<file path="src/rtl/ir_cap_pkg.sv">
// ir_cap_pkg: register addresses, capture states and status bit positions
// shared by the capture engine and its bench.
package ir_cap_pkg;
    typedef enum logic [3:0] {
        A_ENABLE = 4'd0,
        A_CONFIG = 4'd1,
        A_BUSY   = 4'd2,
        A_COUNT  = 4'd3,
        A_DATA   = 4'd4,
        A_MASK   = 4'd5,
        A_STATUS = 4'd6,
        A_CLEAR  = 4'd7,
        A_START  = 4'd8
    } reg_addr_e;

    typedef enum logic [1:0] {
        CAP_IDLE = 2'd0,
        CAP_LOW  = 2'd1,
        CAP_HIGH = 2'd2
    } cap_state_e;

    localparam int STS_LSB = 8;   // raw flags at [10:8]
    localparam int CLR_LSB = 16;  // clear strobes at [18:16]
    localparam int MSK_LSB = 24;  // masked flags at [26:24]
endpackage

</file>
<file path="src/rtl/ir_in_cond.sv">
// ir_in_cond: brings the raw line into the clock domain and filters it.
// Assumes ir_raw is asynchronous and idles high. The filtered level only
// changes once FILT_LEN synchronized samples agree. Single-cycle fall and
// rise pulses are produced from the filtered level.
module ir_in_cond #(
    parameter int FILT_LEN = 3
) (
    input  logic clk,
    input  logic rst_n,
    input  logic ir_raw,
    output logic fall,
    output logic rise
);
    logic [1:0]          sync_q;
    logic [FILT_LEN-1:0] hist_q;
    logic                level_q;
    logic                level_d_q;

    // Synchronize, keep the sample history, and update the agreed level.
    always_ff @(posedge clk) begin
        if (!rst_n) begin
            sync_q    <= '1;
            hist_q    <= '1;
            level_q   <= 1'b1;
            level_d_q <= 1'b1;
        end else begin
            sync_q    <= {sync_q[0], ir_raw};
            hist_q    <= {hist_q[FILT_LEN-2:0], sync_q[1]};
            level_d_q <= level_q;
            if (&hist_q)
                level_q <= 1'b1;
            else if (~|hist_q)
                level_q <= 1'b0;
        end
    end

    assign fall = level_d_q & ~level_q;
    assign rise = ~level_d_q & level_q;

    // a change of the filtered level needs a full agreeing history.
    a_r11_filter_agree: assert property (@(posedge clk) disable iff (!rst_n)
        (level_q != level_d_q) |-> ($past(hist_q) == {FILT_LEN{level_q}}));
endmodule

</file>
<file path="src/rtl/ir_unit_tick.sv">
// ir_unit_tick: timing base. The prescaler gives a tick every presc+1
// cycles, and a decade divider turns DEC ticks into one unit pulse.
// A restart (any filtered edge) realigns both, so that a phase is timed
// from its own edge.
module ir_unit_tick #(
    parameter int PRE_W = 7,
    parameter int DEC   = 10
) (
    input  logic             clk,
    input  logic             rst_n,
    input  logic             restart,
    input  logic [PRE_W-1:0] presc,
    output logic             unit
);
    localparam int DEC_W = $clog2(DEC);

    logic [PRE_W-1:0] pre_q;
    logic [DEC_W-1:0] dec_q;
    logic             us_tick;

    assign us_tick = (pre_q == presc);

    // Advance the prescaler and the decade divider; realign on restart.
    always_ff @(posedge clk) begin
        if (!rst_n || restart) begin
            pre_q <= '0;
            dec_q <= '0;
        end else if (us_tick) begin
            pre_q <= '0;
            dec_q <= (dec_q == DEC_W'(DEC - 1)) ? '0 : dec_q + 1'b1;
        end else begin
            pre_q <= pre_q + 1'b1;
        end
    end

    assign unit = us_tick && (dec_q == DEC_W'(DEC - 1)) && !restart;
endmodule

</file>
<file path="src/rtl/ir_sym_fifo.sv">
// ir_sym_fifo: symbol word store with a first-in first-out read order.
// Assumes that the caller never pushes when full and never pops when empty.
// flush empties it in one cycle.
module ir_sym_fifo #(
    parameter  int W     = 32,
    parameter  int DEPTH = 16,
    localparam int CNT_W = $clog2(DEPTH + 1)
) (
    input  logic             clk,
    input  logic             rst_n,
    input  logic             flush,
    input  logic             push,
    input  logic [W-1:0]     wdata,
    input  logic             pop,
    output logic [W-1:0]     head,
    output logic [CNT_W-1:0] count,
    output logic             full,
    output logic             empty
);
    localparam int PTR_W = $clog2(DEPTH);

    logic [W-1:0]     mem_q [DEPTH];
    logic [PTR_W-1:0] wr_q;
    logic [PTR_W-1:0] rd_q;

    // Store the pushed word.
    always_ff @(posedge clk) begin
        if (push)
            mem_q[wr_q] <= wdata;
    end

    // Move the pointers and the count.
    always_ff @(posedge clk) begin
        if (!rst_n || flush) begin
            wr_q  <= '0;
            rd_q  <= '0;
            count <= '0;
        end else begin
            if (push)
                wr_q <= (wr_q == PTR_W'(DEPTH - 1)) ? '0 : wr_q + 1'b1;
            if (pop)
                rd_q <= (rd_q == PTR_W'(DEPTH - 1)) ? '0 : rd_q + 1'b1;
            if (push && !pop)
                count <= count + 1'b1;
            else if (pop && !push)
                count <= count - 1'b1;
        end
    end

    assign head  = mem_q[rd_q];
    assign full  = (count == CNT_W'(DEPTH));
    assign empty = (count == '0);

    // the store never holds more than DEPTH words.
    a_r8_count_bound: assert property (@(posedge clk) disable iff (!rst_n)
        count <= CNT_W'(DEPTH));
    // the caller's push gate keeps a full store untouched.
    a_r8_no_push_full: assert property (@(posedge clk) disable iff (!rst_n)
        push |-> !full);
    // a pop only happens when a word is present.
    a_r6_no_pop_empty: assert property (@(posedge clk) disable iff (!rst_n)
        pop |-> !empty);
endmodule

</file>
<file path="src/rtl/ir_symbol_capture.sv">
// ir_symbol_capture: raw infrared symbol capture with a register port.
// Assumes ir_in is a demodulated line that idles high. A symbol is one low
// phase followed by one high phase, timed in units from ir_unit_tick. Words
// go to ir_sym_fifo. Overflow drops new words and keeps stored ones.
// reg_rdata is combinational. A read of the data address pops at the edge.
module ir_symbol_capture
    import ir_cap_pkg::*;
#(
    parameter int          DEPTH     = 16,
    parameter int          SETUP_CYC = 8,
    parameter logic [31:0] CFG_RESET = 32'h3E80_0080
) (
    input  logic        clk,
    input  logic        rst_n,
    input  logic        ir_in,
    input  logic        reg_wr,
    input  logic        reg_rd,
    input  logic [3:0]  reg_addr,
    input  logic [31:0] reg_wdata,
    output logic [31:0] reg_rdata,
    output logic        irq
);
    localparam int CNT_W = $clog2(DEPTH + 1);
    localparam int BSY_W = $clog2(SETUP_CYC + 1);

    logic             en_q, run_q;
    logic [BSY_W-1:0] busy_q;
    logic [31:0]      cfg_q;
    logic [2:0]       mask_q, sts_q, sts_set, sts_clr, masked;
    cap_state_e       state_q;
    logic [15:0]      low_q, high_q, low_nx, high_nx;
    logic             fall, rise, unit, active, busy;
    logic             push_req, tmo_evt, fifo_push, fifo_pop;
    logic             fifo_full, fifo_empty, wr_enable;
    logic [31:0]      word, fifo_head;
    logic [CNT_W-1:0] fifo_count;

    assign wr_enable = reg_wr && (reg_addr == A_ENABLE);
    assign busy      = (busy_q != '0);
    assign active    = run_q && cfg_q[7] && (cfg_q[15:14] == 2'b00);

    ir_in_cond #(.FILT_LEN(3)) cond_i (
        .clk(clk), .rst_n(rst_n), .ir_raw(ir_in), .fall(fall), .rise(rise));

    ir_unit_tick #(.PRE_W(7), .DEC(10)) tick_i (
        .clk(clk), .rst_n(rst_n), .restart(fall | rise),
        .presc(cfg_q[6:0]), .unit(unit));

    // Enable, setup-busy countdown and the start gate.
    always_ff @(posedge clk) begin
        if (!rst_n) begin
            en_q   <= 1'b0;
            run_q  <= 1'b0;
            busy_q <= '0;
        end else if (wr_enable) begin
            en_q   <= reg_wdata[0];
            run_q  <= 1'b0;
            busy_q <= reg_wdata[0] ? BSY_W'(SETUP_CYC) : '0;
        end else begin
            if (busy)
                busy_q <= busy_q - 1'b1;
            if (reg_wr && reg_addr == A_START && en_q && !busy)
                run_q <= 1'b1;
        end
    end

    // Configuration and mask registers.
    always_ff @(posedge clk) begin
        if (!rst_n) begin
            cfg_q  <= CFG_RESET;
            mask_q <= '0;
        end else if (reg_wr) begin
            if (reg_addr == A_CONFIG)
                cfg_q <= reg_wdata;
            if (reg_addr == A_MASK)
                mask_q <= reg_wdata[STS_LSB+2:STS_LSB];
        end
    end

    // Saturating next values and symbol completion events.
    always_comb begin
        low_nx   = (low_q == 16'hFFFF) ? low_q : low_q + 16'd1;
        high_nx  = (high_q == 16'hFFFF) ? high_q : high_q + 16'd1;
        tmo_evt  = active && (state_q == CAP_HIGH) && unit && !fall &&
                   (high_nx >= cfg_q[31:16]);
        push_req = (active && (state_q == CAP_HIGH) && fall) || tmo_evt;
        word     = tmo_evt ? {high_nx, low_q} : {high_q, low_q};
    end

    // Symbol phase tracking: idle, low, high.
    always_ff @(posedge clk) begin
        if (!rst_n || !active) begin
            state_q <= CAP_IDLE;
            low_q   <= '0;
            high_q  <= '0;
        end else begin
            unique case (state_q)
                CAP_IDLE: if (fall) begin
                    state_q <= CAP_LOW;
                    low_q   <= '0;
                end
                CAP_LOW: if (rise) begin
                    state_q <= CAP_HIGH;
                    high_q  <= '0;
                end else if (unit) begin
                    low_q <= low_nx;
                end
                CAP_HIGH: if (fall) begin
                    state_q <= CAP_LOW;
                    low_q   <= '0;
                end else if (tmo_evt) begin
                    state_q <= CAP_IDLE;
                end else if (unit) begin
                    high_q <= high_nx;
                end
                default: state_q <= CAP_IDLE;
            endcase
        end
    end

    assign fifo_push = push_req && !fifo_full && !sts_q[2];
    assign fifo_pop  = reg_rd && (reg_addr == A_DATA) && !fifo_empty;

    ir_sym_fifo #(.W(32), .DEPTH(DEPTH)) fifo_i (
        .clk(clk), .rst_n(rst_n), .flush(wr_enable), .push(fifo_push),
        .wdata(word), .pop(fifo_pop), .head(fifo_head), .count(fifo_count),
        .full(fifo_full), .empty(fifo_empty));

    // Status set and write-one-to-clear strobes.
    always_comb begin
        sts_set[0] = fifo_push && (int'(fifo_count) >= int'(cfg_q[13:8]));
        sts_set[1] = tmo_evt;
        sts_set[2] = push_req && !fifo_push;
        sts_clr    = (reg_wr && reg_addr == A_CLEAR) ?
                     reg_wdata[CLR_LSB+2:CLR_LSB] : 3'b000;
    end

    // Status flags: a new event wins over a clear in the same cycle.
    always_ff @(posedge clk) begin
        if (!rst_n || wr_enable)
            sts_q <= '0;
        else
            sts_q <= (sts_q & ~sts_clr) | sts_set;
    end

    assign masked = sts_q & ~mask_q;
    assign irq    = |masked;

    // Read data selection.
    always_comb begin
        reg_rdata = '0;
        unique case (reg_addr)
            A_ENABLE: reg_rdata[0] = en_q;
            A_CONFIG: reg_rdata = cfg_q;
            A_BUSY:   reg_rdata[0] = busy;
            A_COUNT:  reg_rdata[CNT_W-1:0] = fifo_count;
            A_DATA:   reg_rdata = fifo_empty ? '0 : fifo_head;
            A_MASK:   reg_rdata[STS_LSB+2:STS_LSB] = mask_q;
            A_STATUS: begin
                reg_rdata[STS_LSB+2:STS_LSB] = sts_q;
                reg_rdata[MSK_LSB+2:MSK_LSB] = masked;
            end
            default:  reg_rdata = '0;
        endcase
    end

    // capture only starts from an enabled, settled block.
    a_r2_start_ready: assert property (@(posedge clk) disable iff (!rst_n)
        $rose(run_q) |-> $past(en_q && !busy));
    // a timeout flag only comes from a high phase.
    a_r5_tmo_from_high: assert property (@(posedge clk) disable iff (!rst_n)
        $rose(sts_q[1]) |-> $past(state_q) == CAP_HIGH);
    // while overflow is flagged, the count does not rise.
    a_r8_hold_on_ovf: assert property (@(posedge clk) disable iff (!rst_n)
        (sts_q[2] && !fifo_pop && !wr_enable) |=> fifo_count == $past(fifo_count));
    // the received flag rises only once the level has been reached.
    a_r7_rcv_level: assert property (@(posedge clk) disable iff (!rst_n)
        $rose(sts_q[0]) |-> int'(fifo_count) >= int'(cfg_q[13:8]));
endmodule

</file>
<file path="config.mk">
export PLATFORM = sky130hd
export DESIGN_NAME = ir_symbol_capture
export DESIGN_NICKNAME = d
export VERILOG_FILES = /design/src/rtl/ir_cap_pkg.sv /design/src/rtl/ir_in_cond.sv /design/src/rtl/ir_unit_tick.sv /design/src/rtl/ir_sym_fifo.sv /design/src/rtl/ir_symbol_capture.sv
export SDC_FILE = /design/constraint.sdc
export NUM_CORES = 1
export LEC_CHECK = 0
export BUFFER_PORTS_ARGS = -buffer_cell sky130_fd_sc_hd__buf_2
export CORE_MARGIN = 2
export CORE_UTILIZATION = 60
export DETAILED_ROUTE_END_ITERATION = 10
export MAX_ROUTING_LAYER = met4
export PLACE_DENSITY = 0.77
export SLEW_MARGIN = 15
export SYNTH_ARGS = -nofsm -noshare
export SYNTH_HDL_FRONTEND = slang
export SYNTH_SLANG_ARGS = --single-unit
export TNS_END_PERCENT = 10
</file>
<file path="constraint.sdc">
create_clock -name clk -period 8.4 [get_ports clk]
set_clock_uncertainty 0.05 [all_clocks]
set_input_delay 0.42 -clock clk [delete_from_list [all_inputs] [get_ports clk]]
set_output_delay 0.42 -clock clk [all_outputs]
set_load 0.05 [all_outputs]
</file>
# == Yosys cells after proc, flatten, opt, wreduce, memory -nomap -nowiden ==
# Memory sizes are Yosys's and may differ from the RTL's. A register that Yosys moved wholly into a read port is not among the register bits.
# Cells that the tools add are included.
# word_totals
ff_bits,109
ramBits,512
input_bits,41
word_cells,163
mem_count,1
# mem_list
name,words,word_bits,rd,rd_ports_with_merged_regs,wr,line,rtl
fifo_i.mem_q,16,32,1,1,1,ir_sym_fifo.sv:22,logic [W-1:0] mem_q [DEPTH];
# classes
add_sub_neg,9
n_lt_le_gt_ge,2
eq_ne,27
muxes,38
n_bitwise,11
n_reduce_logical,57
# op_table
cell,count
16-bit 2-to-1 mux,9
32-bit 2-to-1 mux,2
16-bit one-hot mux with 2 select lines,2
"16-bit by 1-bit adder with 16-bit output, second input constant",2
"16-bit == test, second input constant",2
4-bit 2-to-1 mux,8
13-bit one-hot mux with 2 select lines,1
1-bit logical AND,22
"4-bit by 3-bit == test with 1-bit output, second input constant",4
"4-bit == test, second input constant",4
16-bit >= comparator,1
"2-bit != test, second input constant",8
"4-bit by 1-bit adder with 4-bit output, second input constant",3
3-bit one-hot mux with 4 select lines,1
4-bit one-hot mux with 3 select lines,1
1-bit logical NOT,10
5-bit 2-to-1 mux,2
5-bit one-hot mux with 2 select lines,1
5-bit AND reduction,2
3-bit one-hot mux with 3 select lines,1
"4-bit by 2-bit == test with 1-bit output, second input constant",2
2-bit 2-to-1 mux,4
2-bit nonzero test,4
2-bit OR reduction,4
other kinds (31),44

# == Logic depth before layout (Yosys ltp) ==
# logic_depth
ltp_word,15
depth_mapped,23
ltp_nobuf,22

# == Modules after synthesis ==
# A second synthesis with hierarchy kept.
# hier_totals
cells_unflattened,1592
area_unflattened_um2,25757.2
# modules_own_cells
mod,instances,cells_each,area_each_um2,seq_area_each_um2
ir_sym_fifo,1,894,20053.0,15715.1
ir_symbol_capture,1,617,4931.0,1561.5
ir_unit_tick,1,63,559.3,220.2
ir_in_cond,1,18,214.0,140.1

# == Least setup slack after synthesis ==
# No wires, ideal clock.
# synth_path
path_kind,register -> register
from,reg high_q[4]
to,"mem fifo_i.mem_q[3][0], enable pin"
setup_time_ns,0.468
arrival_time_ns,5.648
path_slack_ns,2.234
stages_incl_launch_ff,17
path_buffers,1
path_cell_list,dfxtp_1 buf_2 and4_1 nand4_1 o31a_1 inv_1 nor3_1 xor2_1 ha_1 and4_1 nand2_1 a311o_1 a31oi_4 a31oi_4 inv_1 and2_1 nor3b_1
# synth_between
elab_chain_len,9
elab_cells_between_ends,10
classes_between,1 x add/sub; 1 x order compare; 1 x eq/ne; 3 x mux; 4 x reduce/logical
# synth_rtl
item,line,rtl
"start, declared",ir_symbol_capture.sv:31,"logic [15:0] low_q, high_q, low_nx, high_nx;"
"start signal, assigned",ir_symbol_capture.sv:114,high_q <= high_nx;
16-bit by 1-bit adder with 16-bit output or 16-bit == test (tied branches),ir_symbol_capture.sv:83,high_nx = (high_q == 16'hFFFF) ? high_q : high_q + 16'd1;
16-bit 2-to-1 mux (*),ir_symbol_capture.sv:83,
16-bit >= comparator (*),ir_symbol_capture.sv:85,(high_nx >= cfg_q[31:16]);
1-bit logical AND (*),ir_symbol_capture.sv:84,tmo_evt = active && (state_q == CAP_HIGH) && unit && !fall &&
1-bit logical OR (*),ir_symbol_capture.sv:86,push_req = (active && (state_q == CAP_HIGH) && fall) || tmo_evt;
1-bit logical AND (*) (2 in series),ir_symbol_capture.sv:121,assign fifo_push = push_req && !fifo_full && !sts_q[2];
named net fifo_i.push,ir_sym_fifo.sv:12,"input logic push,"
1-bit 2-to-1 mux (*),ir_sym_fifo.sv:28,if (push)
1-bit 2-to-1 mux (not written as such) (*),ir_sym_fifo.sv:29,mem_q[wr_q] <= wdata;
"end, declared",ir_sym_fifo.sv:22,
# The timed path passes the listed nets; every way through them passes the cells marked *.

# == Worst setup path after layout ==
# layout_path
from,reg high_q[4]
to,reg fifo_i.count[4]
# layout_between
elab_chain_len,10
elab_cells_between_ends,13
classes_between,1 x add/sub; 1 x order compare; 1 x eq/ne; 2 x mux; 8 x reduce/logical
# layout_rtl
item,line,rtl
16-bit by 1-bit adder with 16-bit output or 16-bit == test (tied branches),ir_symbol_capture.sv:83,
16-bit 2-to-1 mux (*),ir_symbol_capture.sv:83,
16-bit >= comparator (*),ir_symbol_capture.sv:85,
1-bit logical AND (*),ir_symbol_capture.sv:84,
1-bit logical OR (*),ir_symbol_capture.sv:86,
1-bit logical AND (*) (2 in series),ir_symbol_capture.sv:121,
named net fifo_i.push,ir_sym_fifo.sv:12,
1-bit logical NOT,ir_sym_fifo.sv:45,else if (pop && !push)
1-bit logical AND,ir_sym_fifo.sv:45,
2-bit nonzero test (no line),--,
"end signal, assigned",ir_sym_fifo.sv:44,count <= count + 1'b1;
"end signal, assigned",ir_sym_fifo.sv:46,count <= count - 1'b1;
"end, declared",ir_sym_fifo.sv:16,"output logic [CNT_W-1:0] count,"
# Marked as above.
# A chain may end at the register's enable or synchronous reset.

==> results.txt <==
----------------------------------------------------
[Power and ir drop]
  Ratio of total power to cell area ... 214 nW/um2
  Leakage dissipation ... 8.41 nW
  Maximum vdd ir drop ... 161 uV

[Die]
  # rows ... 75
  Ports ... 74
  Horiz. Die Dim ... 211 um
  Die Y ... 211 um
  Core area ... 42100 um2
  Die ar. ... 44600 um2
  Starting density of the core ... 61.1%

[Finish]
  Sequential cell area in the final layout ... 17600 um2
  Number of nets at the end of the flow ... 1756
  Inserted Diodes ... 0
  Post-Route Utilization ... 68.7%
  Fraction of layout instances using a drive strength above 1 ... 22.5%
  P&R area growth vs syn ... 12.5%
  Fill cells ... 2644
  Post-route non-filler standard cell count ... 2266
  Combined area of the multi-input logic cells ... 7600 um2

[Timing]
  Least-Margin Pin Slew ... 1.18 ns
  Setup repair after global routing missed its margin ... false
  Rel. slew slack ... 21.4%
  Final setup violation count ... 0
  Final number of max-transition violations ... 0
  Ratio of final minimum period to clock period ... 65.7%
  Final critical-path setup slack ... 2.89 ns
  Setup TNS ... 0 ns
  Timing-limited maximum frequency ... 0.181 GHz
  Tmin final ... 5.51 ns
  Final Hold Fails ... 0

[Worst setup path]
  Cell occurring most often along the worst timing path ... inv_1
  Critical setup path kind ... reg -> reg
  Critical register-to-register path startpoint ... high_q[4]$_SDFFE_PP0P_
  Max stage delay cell, worst path ... dfxtp_1
  Crit path buf inv count ... 3
  Crit path capture type ... register
  Crit-path cells ... and4_1 -> nand4_1 -> o31a_1 -> inv_1 -> nor3_1 -> xor2_1 -> ha_1 -> and4_1 -> nand2_1 -> a311o_1 -> a31oi_4 -> a31oi_4 -> inv_1 -> ha_1 -> inv_1 -> fa_1 -> a21o_1 -> a21oi_1 -> xnor2_1 -> or3_1 -> a21oi_1
  Arrival time reported for the critical path endpoint ... 6.00 ns
  Reg2reg setup slack ... 2.89 ns
  Number of cells on the critical path ... 21
  End of the worst register-to-register path ... fifo_i.count[4]$_SDFFE_PP0P_
  Peak fanout along the critical path ... 8
  Kind of start point of the critical path ... register
  Slowest cell delay on critical path ... 0.51 ns
  Destination of the critical timing path ... fifo_i.count[4]$_SDFFE_PP0P_
  Kind of cell adding the most delay to the critical path ... compound AO/OA/AOI/OAI gates
  Path depth of the worst reg2reg path ... 21
  Data required time of the critical path ... 8.88 ns
  Worst setup path startpoint ... high_q[4]$_SDFFE_PP0P_

[Clocking]
  Maximum buffer depth of the clock tree ... 3
  Clock transition at the registers of the reported paths ... 0.07 ns
  Source-to-sink clock delay at the later pin of the worst-skew pair ... 0.63 ns
  CTS tree ... yes
  Clock tree sinks ... 625
  Clk Tree Root Cell ... clkbuf_16
  H-tree lvl count ... 2
  Number of clock buffers inserted by TritonCTS ... 59

[Synthesis]
  Yosys top cell area share ... 59.7%
  Register area share after synthesis ... 68.5%
  Per-instance average area after synthesis ... 16.4 um2
  Number of flops mapped to enable cells by yosys ... 512
  Area contributors post-synth ... edfxtp_1 60%, mux4_2 14%, dfxtp_1 8.8%, nand2_1 2.0%, ha_1 1.7%
  Net Count, Synth ... 1644
  Dominant synthesized flop cell ... edfxtp_1
  Number of instances in the synthesized netlist ... 1566
  Library cells used by synthesis ... 60
  Share of synthesized flip-flops with an asynchronous set or reset ... 0%
  Number of warnings issued by yosys ... 0
  Post-synth top area cell ... edfxtp_1
  Cell Area, Synth ... 25700 um2
  Flip-flop and latch count after synthesis ... 625

[Global routing]
  Total grt overflow ... 0
  GRT Total Usage ... 29.3%
  Initial antenna violation count ... 4
  First-pass GRT wire length ... 91.7 mm
  Largest net degree at the start of global routing ... 80
  Via count of the first global-routing pass ... 14553

[Routing]
  Routed length per placed instance ... 27.1 um
  Detailed Routing Iterations Pass 1 ... 7
  DRT iter0 DRCs ... 1857
  Total number of vias ... 14680
  Total Wirelength ... 61.5 mm
  Routed vias/inst ... 6.48
  DRC violations left ... 0
  Post-route ant nets ... 0

[Min path]
  Class of the tightest hold or removal check ... in -> reg

[Placed design]
  Setup slack at placement ... 3.04 ns
  Estimated wirelength of the detail-placed design ... 35.2 mm
  Count of input and output buffers ... 73
  Gpl congestion ... 0.926
  # placed instances ... 2135

[Run]
  Number of maximum-capacitance violations ... 0

[Status]
  Status ... finished, final reports clean

----------------------------------------------------
==> worst reg2reg max path: cells and delay by family (launching register included) <==
kind / cells / cell delay (ns)
and+or+nand+nor: 6 / 1.27
AOI/OAI and AO/OA: 7 / 1.90
xor gates and xnor gates: 2 / 0.27
DFF: 1 / 0.51
adders and majority gates: 3 / 0.97
buffers and inverters: 3 / 0.46
==> layer usage <==
metal / track usage [%] / wire [um] / vias up
li1: - / - / 6287
met1: 39.6 / 24000 / 7471
met2: 45.4 / 29800 / 781
met3: 5.93 / 5700 / 141
met4: 9.64 / 1990 / 0
met5: - / 0 / -
==> per-stage QoR <==
stage / hold WS, ns / cell area (um2) / power [mW]
6_report: 0.0136 / 29000 / 6.19
5_1_grt: 0.0228 / 29000 / 6.35
4_1_cts: 0.000377 / 28900 / 6.21
3_5_place_dp: 0.347 / 26800 / 3.52
3_3_place_gp: 0.348 / 26800 / 3.51
2_1_floorplan: 0.336 / 25700 / 3.47
==> layout by cell type, fill, tap and decap left out, types with 28 or more instances in the layout <==
| master | count |
|---|---|
| dfxtp_1 | 109 |
| nand3_1 | 40 |
| ha_1 | 36 |
| buf_2 | 73 |
| inv_1 | 75 |
| o21ai_0 | 56 |
| a21oi_1 | 29 |
| clkbuf_16 | 59 |
| edfxtp_1 | 512 |
| nor2_1 | 66 |
| nand2_1 | 140 |
| xor2_1 | 36 |
| mux4_2 | 160 |
| a21boi_0 | 28 |
==> power by group <==
group | internal [mW] | switching (mW) | total (mW)
clock network | 1.58 | 1.14 | 2.72
logic | 0.0594 | 0.0735 | 0.133
registers | 3.32 | 0.0135 | 3.33
==> repair_timing <==
item / in CTS / in global routing
hold buffers: 21 / 0
setup buffers: 0 / 0
resized for setup: 0 / 0
endpoints found under the hold margin: 21 / 0
endpoints found under the setup margin: 0 / 0
==> synthesized netlist by cell type (all sizes together), types with 2 or more instances <==
cell type    n
edfxtp     512
mux4       160
nand2      140
dfxtp      113
inv         75
nor2        67
o21ai       57
clkbuf      46
nand3       40
xor2        37
ha          36
a21oi       29
a21boi      28
buf         24
xnor2       19
nor3        18
and3        17
and2        16
nand2b      14
mux2        10
nand4       10
o211ai      10
a21o         8
and4         7
nor2b        7
or3          7
a22oi        6
a31oi        6
nor3b        5
nor4         5
a222oi       3
mux2i        3
a22o         2
a31o         2
a32oi        2
a41oi        2
nand4bb      2
o22ai        2
or2          2
==> final cells by class <==
cell class | instances | share of cell area (%)
well taps | 539 | 2.33
clock buffers | 74 | 5.36
inverters | 75 | 0.972
multi-input cells | 796 | 26.2
clock inverters | 36 | 1.41
repair buffers | 121 | 2.73
flip-flops and latches | 625 | 60.9
==> flip-flops by register name, indices dropped and copies added (netlist names), 2 cells and up, named ones only <==
register       cells
busy_q             4
cfg_q             32
cond_i.hist_q      3
cond_i.sync_q      2
fifo_i.count       5
fifo_i.mem_q     512
fifo_i.rd_q        4
fifo_i.wr_q        4
high_q            16
low_q             16
mask_q             3
state_q            2
sts_q              3
tick_i.dec_q       4
tick_i.pre_q       7
==> logic make-up after synthesis <==
| logic type | Yosys count | synth area share [%] |
|---|---|---|
| DFF | 625 | 68.5 |
| and+or+nand+nor | 362 | 6.73 |
| muxes | 173 | 14.6 |
| AOI/OAI and AO/OA | 168 | 4.29 |
| buffers and inverters | 145 | 2.18 |
| xor gates and xnor gates | 56 | 1.91 |
| adders and majority gates | 37 | 1.83 |
==> worst min-delay path by stage <==
stage / from / end / slack [ns] / depth (start not counted)
6_report: reg_wdata[24] / cfg_q[24]$_SDFFE_PN0P_ / 0.01 / 3
3_3_place_gp: cond_i.sync_q[0]$_SDFF_PN1_ / cond_i.sync_q[1]$_SDFF_PN1_ / 0.35 / 1
3_5_place_dp: cond_i.sync_q[0]$_SDFF_PN1_ / cond_i.sync_q[1]$_SDFF_PN1_ / 0.35 / 1
4_1_cts: reg_wdata[24] / cfg_q[24]$_SDFFE_PN0P_ / 0.0004 / 3
5_1_grt: reg_wdata[1] / cfg_q[1]$_SDFFE_PN0P_ / 0.02 / 3
2_1_floorplan: cond_i.sync_q[1]$_SDFF_PN1_ / cond_i.hist_q[0]$_SDFF_PN1_ / 0.34 / 1
No activity file was read; power rests on OpenSTA's default activity.
